### src/rtl/burst_seq_pkg.sv
package burst_seq_pkg;
   typedef enum logic [1:0] {
      ACT_HOLD = 2'd0,
      ACT_LOAD = 2'd1,
      ACT_STEP = 2'd2
   } seq_act_e;

   localparam int ORDER_PIN        = 0;
   localparam int ORDER_LINEAR     = 1;
   localparam int ORDER_INTERLEAVE = 2;
endpackage

### src/rtl/burst_load_ctrl.sv
module burst_load_ctrl
   import burst_seq_pkg::*;
(
   input  logic     clk,
   input  logic     rst_n,
   input  logic     pstrb_n,
   input  logic     cstrb_n,
   input  logic     adv_n,
   input  logic     ce_main_n,
   input  logic     ce_hi,
   input  logic     ce_lo_n,
   output seq_act_e act
);
   logic sec_ok;
   logic proc_fire;
   logic ctrl_fire;
   logic both_idle;

   // Secondary enables gate both strobes. The master enable gates only the processor strobe.
   assign sec_ok    = ce_hi & ~ce_lo_n;
   assign proc_fire = ~pstrb_n & ~ce_main_n & sec_ok;
   // The controller strobe counts only while the processor strobe is idle.
   assign ctrl_fire = ~cstrb_n & pstrb_n & sec_ok;
   assign both_idle = pstrb_n & cstrb_n;

   always_comb begin
      if (proc_fire || ctrl_fire)
         act = ACT_LOAD;
      else if (both_idle && !adv_n)
         act = ACT_STEP;
      else
         act = ACT_HOLD;
   end

   // no advance while any strobe is low
   assert_no_step_on_strobe_R6 : assert property (@(posedge clk) disable iff (!rst_n)
      (!pstrb_n || !cstrb_n) |-> (act != ACT_STEP));

   // blocked processor strobe with idle controller strobe never loads
   assert_master_blocks_R3 : assert property (@(posedge clk) disable iff (!rst_n)
      (!pstrb_n && ce_main_n) |-> (act != ACT_LOAD));
endmodule

### src/rtl/burst_addr_reg.sv
module burst_addr_reg
   import burst_seq_pkg::*;
#(
   parameter int ADDR_W  = 19,
   parameter int BURST_W = 2,
   localparam int UP_W   = ADDR_W - BURST_W
)(
   input  logic               clk,
   input  logic               rst_n,
   input  seq_act_e           act,
   input  logic [ADDR_W-1:0]  addr_in,
   output logic [UP_W-1:0]    upper_q,
   output logic [BURST_W-1:0] start_q,
   output logic [BURST_W-1:0] beat_q
);
   always_ff @(posedge clk or negedge rst_n) begin
      if (!rst_n) begin
         upper_q <= '0;
         start_q <= '0;
         beat_q  <= '0;
      end else begin
         unique case (act)
            ACT_LOAD: begin
               upper_q <= addr_in[ADDR_W-1:BURST_W];
               start_q <= addr_in[BURST_W-1:0];
               beat_q  <= '0;
            end
            ACT_STEP: beat_q <= beat_q + 1'b1;
            default:  ;
         endcase
      end
   end

   // a load restarts the beat count and captures the upper address bits
   assert_load_restart_R2 : assert property (@(posedge clk) disable iff (!rst_n)
      (act == ACT_LOAD) |=> (beat_q == '0 && upper_q == $past(addr_in[ADDR_W-1:BURST_W])));

   // an advance moves the count by one and leaves the upper bits alone
   assert_step_one_R7 : assert property (@(posedge clk) disable iff (!rst_n)
      (act == ACT_STEP) |=> (beat_q == BURST_W'($past(beat_q) + 1'b1) && $stable(upper_q)
                              && $stable(start_q)));

   // a hold keeps all registered state
   assert_hold_state_R11 : assert property (@(posedge clk) disable iff (!rst_n)
      (act == ACT_HOLD) |=> ($stable(beat_q) && $stable(upper_q) && $stable(start_q)));
endmodule

### src/rtl/burst_order_mix.sv
module burst_order_mix
   import burst_seq_pkg::*;
#(
   parameter int BURST_W    = 2,
   parameter int ORDER_MODE = ORDER_PIN
)(
   input  logic [BURST_W-1:0] start_off,
   input  logic [BURST_W-1:0] beat,
   input  logic               order_ilv,
   output logic [BURST_W-1:0] offset
);
   logic [BURST_W-1:0] lin_off;
   logic [BURST_W-1:0] ilv_off;

   // The sum wraps at the burst length because the result keeps only BURST_W bits.
   assign lin_off = start_off + beat;
   assign ilv_off = start_off ^ beat;

   generate
      if (ORDER_MODE == ORDER_LINEAR) begin : g_lin
         assign offset = lin_off;
      end else if (ORDER_MODE == ORDER_INTERLEAVE) begin : g_ilv
         assign offset = ilv_off;
      end else begin : g_pin
         assign offset = order_ilv ? ilv_off : lin_off;
      end
   endgenerate

   // beat zero maps to the start offset in every order
   always_comb begin
      if (beat == '0)
         assert_beat0_start_R8 : assert (offset == start_off);
   end
endmodule

### src/rtl/burst_addr_seq.sv
module burst_addr_seq
   import burst_seq_pkg::*;
#(
   parameter int ADDR_W     = 19,
   parameter int BURST_W    = 2,
   parameter int ORDER_MODE = ORDER_PIN,
   localparam int UP_W      = ADDR_W - BURST_W
)(
   input  logic              clk,
   input  logic              rst_n,
   input  logic [ADDR_W-1:0] addr_in,
   input  logic              pstrb_n,
   input  logic              cstrb_n,
   input  logic              adv_n,
   input  logic              ce_main_n,
   input  logic              ce_hi,
   input  logic              ce_lo_n,
   input  logic              order_ilv,
   output logic [ADDR_W-1:0] addr_out
);
   generate
      if (BURST_W < 1 || BURST_W >= ADDR_W) begin : g_bad_width
         $error("burst_addr_seq: BURST_W must be at least 1 and below ADDR_W");
      end
      if (ORDER_MODE < ORDER_PIN || ORDER_MODE > ORDER_INTERLEAVE) begin : g_bad_mode
         $error("burst_addr_seq: ORDER_MODE out of range");
      end
   endgenerate

   seq_act_e           act;
   logic [UP_W-1:0]    upper_q;
   logic [BURST_W-1:0] start_q;
   logic [BURST_W-1:0] beat_q;
   logic [BURST_W-1:0] offset;

   burst_load_ctrl u_ctrl (
      .clk       (clk),
      .rst_n     (rst_n),
      .pstrb_n   (pstrb_n),
      .cstrb_n   (cstrb_n),
      .adv_n     (adv_n),
      .ce_main_n (ce_main_n),
      .ce_hi     (ce_hi),
      .ce_lo_n   (ce_lo_n),
      .act       (act)
   );

   burst_addr_reg #(.ADDR_W(ADDR_W), .BURST_W(BURST_W)) u_reg (
      .clk     (clk),
      .rst_n   (rst_n),
      .act     (act),
      .addr_in (addr_in),
      .upper_q (upper_q),
      .start_q (start_q),
      .beat_q  (beat_q)
   );

   burst_order_mix #(.BURST_W(BURST_W), .ORDER_MODE(ORDER_MODE)) u_mix (
      .start_off (start_q),
      .beat      (beat_q),
      .order_ilv (order_ilv),
      .offset    (offset)
   );

   assign addr_out = {upper_q, offset};

   // the cycle after any load shows the captured address unchanged
   assert_load_visible_R4 : assert property (@(posedge clk) disable iff (!rst_n)
      (act == ACT_LOAD) |=> (addr_out == $past(addr_in)));

   // address is zero during reset
   always_comb begin
      if (!rst_n)
         assert_reset_zero_R1 : assert (addr_out == '0);
   end
endmodule

### config.mk
export PLATFORM = sky130hd
export DESIGN_NAME = burst_addr_seq
export DESIGN_NICKNAME = d
export VERILOG_FILES = /design/src/rtl/burst_seq_pkg.sv /design/src/rtl/burst_load_ctrl.sv /design/src/rtl/burst_addr_reg.sv /design/src/rtl/burst_order_mix.sv /design/src/rtl/burst_addr_seq.sv
export SDC_FILE = /design/constraint.sdc
export NUM_CORES = 1
export LEC_CHECK = 0
export BUFFER_PORTS_ARGS = -buffer_cell sky130_fd_sc_hd__buf_4
export CORE_ASPECT_RATIO = 1.25
export CORE_MARGIN = 4
export CORE_UTILIZATION = 47
export DETAILED_ROUTE_END_ITERATION = 7
export PLACE_DENSITY = 0.78
export RECOVER_POWER = 100
export SETUP_SLACK_MARGIN = 0.4
export SYNTH_ARGS = -nofsm -noshare
export SYNTH_HDL_FRONTEND = slang
export SYNTH_SLANG_ARGS = --single-unit
### constraint.sdc
create_clock -name clk -period 2.7 [get_ports clk]
set_input_delay 0.27 -clock clk [delete_from_list [all_inputs] [get_ports clk]]
set_output_delay 0.27 -clock clk [all_outputs]
set_load 0.01 [all_outputs]
==> out/summary.md, run 1 <==
The area of the die was 0.002805 mm²; the number of buffers on the longest clock path was 2. The routed design could run at a clock period as short as 1.770 ns. The tightest min-delay check is of the in2reg type. The portion of the post-synthesis area used by sequential elements was 55.41%; the number of detailed-routing iterations run before antenna repair was 1. The run finished with clean final reports.

The synthesized netlist occupies a cell area of 948.4 µm². The wire length per cell is 14.45 µm, and the maximum vdd ir drop is 0.4042 mV. The repair_antennas step left the layout with diodes totalling 0.

The detail route stage leaves a number of antenna-violating nets equal to 0. The startpoint kind of the worst setup timing path is an input port. For this run, the number of Yosys warnings is 0. In the final layout, the share of cells above drive strength 1 is 33.33%. The areal power density over the cells came out at 656.3 mW/mm².

The run gives 0 as the count of final setup violators. The area growth from synthesis to layout is 24.67%. Vertical extent of the die: 58.23 µm. Number of DRC violations after detailed routing: 0. The global-route congestion overflow total was 0. For the worst-skew pair, the clock arrives at the later sink with an insertion delay of 0.29 ns.

After detailed routing, the number of vias per cell comes to 4.992. The critical path is of the in2reg type. Entering global routing, the biggest net connects 22 pins.

The clock net in this run drives a total of 21 sinks. The tools report the max-cap check violation count as 0. At the pin with the least slew margin, the transition time is 1.077 ns. The die is 48.18 µm wide.

Instance count after placement with tap cells included: 119. For the worst setup path, the data arrival time is 1.94 ns. The worst setup path is captured at a flip-flop. In this run, synthesis produced a sequential element count of 21. The logs give 692 for the via count of the first global-routing pass and 1 for the H-tree level count. Traced cell by cell, the critical path runs through buf_4, nand2_1, nand4b_1, mux2_1.

After the last flow step, the layout net total stands at 135. Setup repair after global routing left no endpoint under its margin. For this configuration, the core starts out at a cell density of 51.25%. The post-synthesis cell count is 56. The clock skew after layout is 0.008351 ns.

Number of cells in the finished layout apart from fillers: 124. The routed layout has 619 vias. The number of antenna violations at the first check in global routing was 0; the setup TNS was 0 ns. In the global route stage, overall resource usage came out at 14.13%. The maximum fanout along the worst path is 21, and the synthesized net count is 85.

Data on the critical path is required at its endpoint by 2.87 ns. The total count of max-transition violations in the final report was 0; the I/O pin count was 47. The slowest stage of the critical path belongs to the cell nand4b_1. The fraction of the cycle the final worst path needs came out at 65.56%. Static timing analysis puts the maximum clock frequency at 564.9 MHz. The delay of the slowest cell on the worst path is 0.84 ns, and the leakage dissipation is 0.5544 nW. A synthesized cell averages 16.94 µm². Counting distinct cell types in the post-synthesis netlist gives 15. Clock-pin slew was measured on the worst setup and hold paths at 0.12 ns. The logs give 0.5732 for the global placement routability congestion and 27.81% for the headroom to the max-slew limit. The tools report the first-pass GRT wire length as 2.898 mm. The cell sitting at the root of the clock tree is a clkbuf_4. In this run the post-CTS setup repair buffer count came out at 0. For the area of the core, the log shows 0.001851 mm².

After detailed routing, the total wire length is 1.792 mm. After floorplanning, the core was divided into 17 placement rows. The count of port buffers added during placement came out at 46. The number of DRC markers after the initial detailed-route iteration was 0.

Clock tree synthesis inserted a total of 3 buffers. Tightest hold margin: 0.1764 ns. TritonCTS built the clock tree. The hold violation count in the final report is 0.
## path summary, 6_finish.rpt
| kind | start | to | slack, ns | cells after the start |
|---|---|---|---|---|
| worst min register to register | u_reg.upper_q[15] | u_reg.upper_q[15] | 0.50 | 1 |
| max in group asynchronous | rst_n | u_reg.upper_q[16] | 1.37 | 2 |
| worst min-delay path | addr_in[17] | u_reg.upper_q[15] | 0.18 | 2 |
| worst max register to register | u_reg.beat_q[0] | u_reg.beat_q[1] | 1.73 | 3 |
| min in group asynchronous | rst_n | u_reg.upper_q[0] | 0.68 | 2 |
| worst max-delay path | pstrb_n | u_reg.start_q[0] | 0.93 | 4 |
## Yosys cell counts, drive strengths merged
library cell  number  area [µm²]
nand4b             1       23.77
ha                 1       12.51
nand3b             1       7.510
dfrtp             21       525.5
nand2              1       3.750
mux2              19       281.5
nor2b              1       6.260
buf                2       22.52
xnor2              3       26.28
nand2b             1       8.760
nor2               2       7.510
a31o               1       8.760
and2               1       6.260
a21o               1       7.510
## critical path, delay by kind of cell
family | cells | cell delay [ns]
buffers and inverters | 1 | 0.12
muxes | 1 | 0.66
and+or+nand+nor | 2 | 0.90
## flip-flops by register name (all words and copies together), names as in the netlist
name,cells
u_reg.beat_q,2
u_reg.start_q,2
u_reg.upper_q,17
## cells by family after synthesis
logic type,count (synthesis),synth area share (%)
adder cells (fa/ha/maj),1,1.319
multiplexers,19,29.68
XOR/XNOR,3,2.771
flip-flops,21,55.41
AO/OA/AOI/OAI,2,1.716
buffers and inverters,2,2.375
AND/OR/NAND/NOR,8,6.729
## final cells by class
class | instances | area, µm²
Clock inverter | 1 | 5.005
Clock buffer | 3 | 22.52
Timing Repair Buffer | 47 | 280.3
Multi-Input combinational cell | 33 | 325.3
Fill cell | 172 | 668.1
Tap cell | 19 | 23.77
Sequential cell | 21 | 525.5
## timing repair
action                                 CTS  global route
endpoints found under the hold margin   21             0
hold buffers                             1             0
setup endpoints to repair                0             0
resized for setup                        0             0
## cell usage in the layout (no fill, tap or decap)
cell,Yosys,layout
nand4b_1,0,1
xnor2_1,3,3
and2_1,1,1
dfrtp_1,21,21
mux2_1,0,16
clkinv_2,0,1
ha_1,1,1
nor2_1,2,2
dlygate4sd3_1,0,1
clkbuf_1,0,20
nand2b_2,1,1
nand3b_1,1,1
nor2b_1,1,1
mux2_2,1,1
a21o_1,1,1
nand2_1,1,1
clkbuf_4,0,3
a31o_2,1,1
mux2_4,18,2
buf_4,0,26
## power by group
part           internal [mW]  switching [mW]
clock                 0.0550          0.0889
combinational          0.113           0.102
sequential             0.379          0.0384
## per-layer routing
metal	global-route usage (%)	up-vias	wire, µm	share of wire (%)
li1	-	289	-	-
met1	16.17	299	665	37
met2	25.37	31	928	52
met3	3.727	0	197	11
met4	2.308	0	0	0
met5	0	-	0	0
## metrics by stage
stage | worst slack (ns) | power (mW) | instance area, µm² | util, %
floorplan | 1.513 | 0.5861 | 948.4 | -
global placement | 1.211 | 0.7327 | 1295 | 69.98
detailed placement | 1.192 | 0.7429 | 1295 | 69.98
CTS | 1.105 | 0.8928 | 1333 | 72.01
global route | 0.7692 | 0.8302 | 1182 | 63.89
finish | 0.9298 | 0.7760 | 1182 | 63.89
No activity file was read; power rests on OpenSTA's default activity.
==> run 2: changes to the inputs <==
--- a/config.mk
+++ b/config.mk
@@ -8,9 +8,9 @@
 export BUFFER_PORTS_ARGS = -buffer_cell sky130_fd_sc_hd__buf_4
 export CORE_ASPECT_RATIO = 1.25
 export CORE_MARGIN = 4
-export CORE_UTILIZATION = 47
+export CORE_UTILIZATION = 40
 export DETAILED_ROUTE_END_ITERATION = 7
-export PLACE_DENSITY = 0.78
+export PLACE_DENSITY = 0.7
 export RECOVER_POWER = 100
 export SETUP_SLACK_MARGIN = 0.4
 export SYNTH_ARGS = -nofsm -noshare
==> constraint.sdc (replaced) <==
create_clock -name clk -period 1.48 [get_ports clk]
set_input_delay 0.148 -clock clk [delete_from_list [all_inputs] [get_ports clk]]
set_output_delay 0.148 -clock clk [all_outputs]
set_load 0.01 [all_outputs]
==> run 2 against run 1 <==
Against the previous run: non-clock buffer count rose by 4; clock power rose by 84%; hold slack got worse by 0.12 ns; critical path type is now reg2out; largest power group unchanged.
==> out/summary.md, run 2 (synthesized netlist as in run 1, its figures left out) <==
The flow ran to the end, and the final reports show no timing, DRC or antenna violations. Leaving out fill and tap cells, the most frequent cell in the layout is buf_4. The top cell types in the final layout, fill and taps aside, are buf_4 (28), dfrtp_1 (21), clkbuf_1 (19).

The routed wire length on met3 was 191 µm (-3.0%). The maximum fanout along the worst path is 2 (-90%), and the number of placement rows is 19 (+2). The share of layout cells above drive strength 1 is 40.37% (+7.0 points). The number of logic stages on the critical path including buffering works out to 4 (unchanged). The logs give 12.58% (-1.6 points) for the aggregate global-route resource usage and 939 µm (+1.2%) for the routed length on met2. For the finished layout, the period the worst path requires is 1.395 ns.

The run gives 352.8 µm² (+8.5%) as the multi-input logic area. The via count of the first global-routing pass came out at 702 (+1.4%). The tools report the share of power burned in the clock network as 18.0% (-0.6 points). The vertical extent of the die is 62.44 µm (+7.2%). The number of nets with antenna violations after detailed routing is 0 (unchanged), and the number of buffers on the longest clock path is 2 (unchanged). The sum of buffers and inverters on the critical path was 1 (unchanged); the worst path required time was 1.33 ns (-1.54 ns).

Sequential cell area in the final layout: 525.5 µm² (unchanged). The tools report the total of fill cells in the finished design as 244 (+42%). Counting flops per register, the top entry is u_reg.upper_q. The run gives 0 (unchanged) as the number of DRC violations after detailed routing. The tools report the max-cap check violation count as 0 (unchanged). The placed instance area is 0.001330 mm² (+2.7%).

For the summed area of non-filler cells in the final layout, the log shows 0.001260 mm² (+6.6%). TritonCTS built the clock tree. The delay of the slowest cell on the worst path works out to 0.40 ns (-0.44 ns).

The worst setup path is of the reg2out kind. The transition time at the pin with the least slew margin was 0.5194 ns (-0.5578 ns); the final net count was 139 (+3.0%). After layout, the worst path uses 94.24% of the clock period. The most critical setup path has its startpoint at u_reg.beat_q[0]. First-pass GRT wire length: 3.091 mm (+6.7%). The tools report the tightest hold margin as 0.06066 ns (-0.1157 ns).

Count of port buffers added during placement: 46 (unchanged). The via count normalized by instance count came out at 4.536 (-9.1%). The worst flop-to-flop path endpoint is u_reg.beat_q[1]. Headroom to the max-slew limit: 65.38% (+38 points). The starting utilization of the core area was 42.44% (-8.8 points); the count of final setup violators was 0 (unchanged). The run gives 0.003219 mm² (+15%) as the area of the die. STA classifies the critical path startpoint as a flip-flop.

Topmost layer with routed signal wires: met4. For the critical path arrival, the log shows 1.25 ns (-0.69 ns). Flip-flop count of the largest register after layout: 17 (unchanged). In this run the worst hold path is classified as in2reg. The logs give 2 (+1) for the number of detailed-routing iterations run before antenna repair and 0.0003194 ns (-0.008032 ns) for the clock skew after layout.

The clock insertion delay at the later pin of the skew report was 0.29 ns (about the same). The switching share of power is 29.17% (-0.41 points), and the leakage dissipation is 0.5865 nW (+5.8%). The areal power density over the cells was 1173 mW/mm² (+79%); the pin count of the biggest net entering global routing was 22 (unchanged).

The clock transition time at the flip-flop clock pins of the worst setup and hold paths came out at 0.11 ns (about the same). I/O pin count: 47 (unchanged). The most critical setup path has its endpoint at addr_out[1].

The tools report the hold violation count in the final report as 0 (unchanged). For the total count of max-transition violations in the final report, the log shows 0 (unchanged). The largest registers in the layout are u_reg.upper_q x17, u_reg.beat_q x2, u_reg.start_q x2. The number of clock buffers inserted by TritonCTS is 3 (unchanged).

H-tree level count: 1 (unchanged). Kind of cell adding the most delay to the critical path: flip-flops. The tools report the register-to-register path setup slack as 0.34 ns (-1.39 ns). The run gives 0.6322 (+10%) as the global placement routability congestion. Among all stages on the critical path, the largest delay is contributed by dfrtp_1.

The total number of vias was 635 (+2.6%). The switching power summed over all nets was 0.4311 mW (+88%). In this run the critical register-to-register path is launched from u_reg.beat_q[0]. Type of destination of the critical path: a primary output. The wire length per cell came out at 12.91 µm (-11%). The number of cells on the worst reg-to-reg path is 5 (+2). The total wire length after detailed routing was 1.808 mm (+0.89%). The setup TNS is 0 ns (unchanged), and the number of antenna diodes is 0 (unchanged). The horizontal die dimension works out to 51.55 µm (+7.0%). Clock tree synthesis selected as its root buffer the cell clkbuf_4.

Derived from the worst setup path, the maximum achievable clock frequency is 717.0 MHz. The logs give 11 (+11) for the number of DRC markers after the initial detailed-route iteration and 0 (unchanged) for the number of antenna violations at the first check in global routing. Walking the worst path, the cells encountered are ha_2, nor2b_4, xnor2_2, buf_4. Setup repair after global routing could not meet its margin everywhere. For the register share of total power, the log shows 51.4% (-2.4 points). The area growth from synthesis to layout is 32.85%, and the internal power of the cells is 1.047 mW (+92%).

The run gives 0 (unchanged) as the global-route congestion overflow total. Met1 routed wirelength after detailed routing: 667 µm (+0.30%). The maximum vdd ir drop is 0.6166 mV (+53%). The sink count of the clock tree is 21 (unchanged), and the fraction of power consumed by combinational cells is 30.7% (+3.0 points). The area of the core came out at 0.002235 mm² (+21%).
[run 2: cell count changes in the layout (fill, tap and decap cells not counted), sizes merged]
cell and change:
clkinv -1, buf +3, clkbuf +2
[run 2: how the worst min path moves through the flow]
stage / start / endpoint / slack, ns / cells past startpoint
3_5_place_dp: rst_n / u_reg.upper_q[12] / 0.05 / 1
2_1_floorplan: rst_n / u_reg.beat_q[0] / -0.15 / 0
5_1_grt: addr_in[8] / u_reg.upper_q[6] / 0.04 / 2
6_report: addr_in[15] / u_reg.upper_q[13] / 0.06 / 2
4_1_cts: addr_in[12] / u_reg.upper_q[10] / 0.07 / 2
3_3_place_gp: rst_n / u_reg.upper_q[13] / 0.04 / 1
[run 2: final cells by class]
class,count,area share (%)
Sequential cell,21,41.71
Clock buffer,4,2.085
Multi-Input combinational cell,33,28.00
Tap cell,31,3.078
Timing Repair Buffer,51,25.12
[run 2: through the flow]
step | setup slack (ns) | util [%] | instances | power, mW
CTS | 0.05761 | 62.43 | 139 | 1.663
finish | 0.08529 | 56.38 | 140 | 1.478
detailed placement | 0.2639 | 59.52 | 132 | 1.359
global placement | 0.2787 | 59.52 | 132 | 1.346
floorplan | 0.4149 | - | 56 | 1.069
global route | 0.004635 | 56.38 | 140 | 1.587
[run 2: worst reg2reg max path, cell delays in order, from the launching register on]
cell	delay, ns
dfrtp_1	0.40
clkbuf_4	0.14
buf_6	0.11
xnor2_1	0.12
nor2_1	0.06
a31o_2	0.21
[run 2: routing by layer]
layer,up-vias,track usage [%]
li1,304,-
met1,300,15.01
met2,29,20.54
met3,2,4.057
met4,0,4.918
met5,-,0
[run 2: what timing repair did]
action,4_1_cts,5_1_grt
endpoints found under the hold margin,21,0
pin swaps,2,4
hold buffers,1,0
gates resized for setup,4,4
setup buffers,2,1
setup endpoints to repair,2,3
[run 2: power groups by stage]
| stage | sequential [mW] | clock (mW) | combinational, mW |
|---|---|---|---|
| after floorplan | 0.814 | 0 | 0.255 |
| after global placement | 0.776 | 0 | 0.571 |
| after detailed placement | 0.777 | 0 | 0.582 |
| after CTS | 0.764 | 0.280 | 0.619 |
| after global routing | 0.778 | 0.310 | 0.499 |
| final | 0.759 | 0.265 | 0.453 |
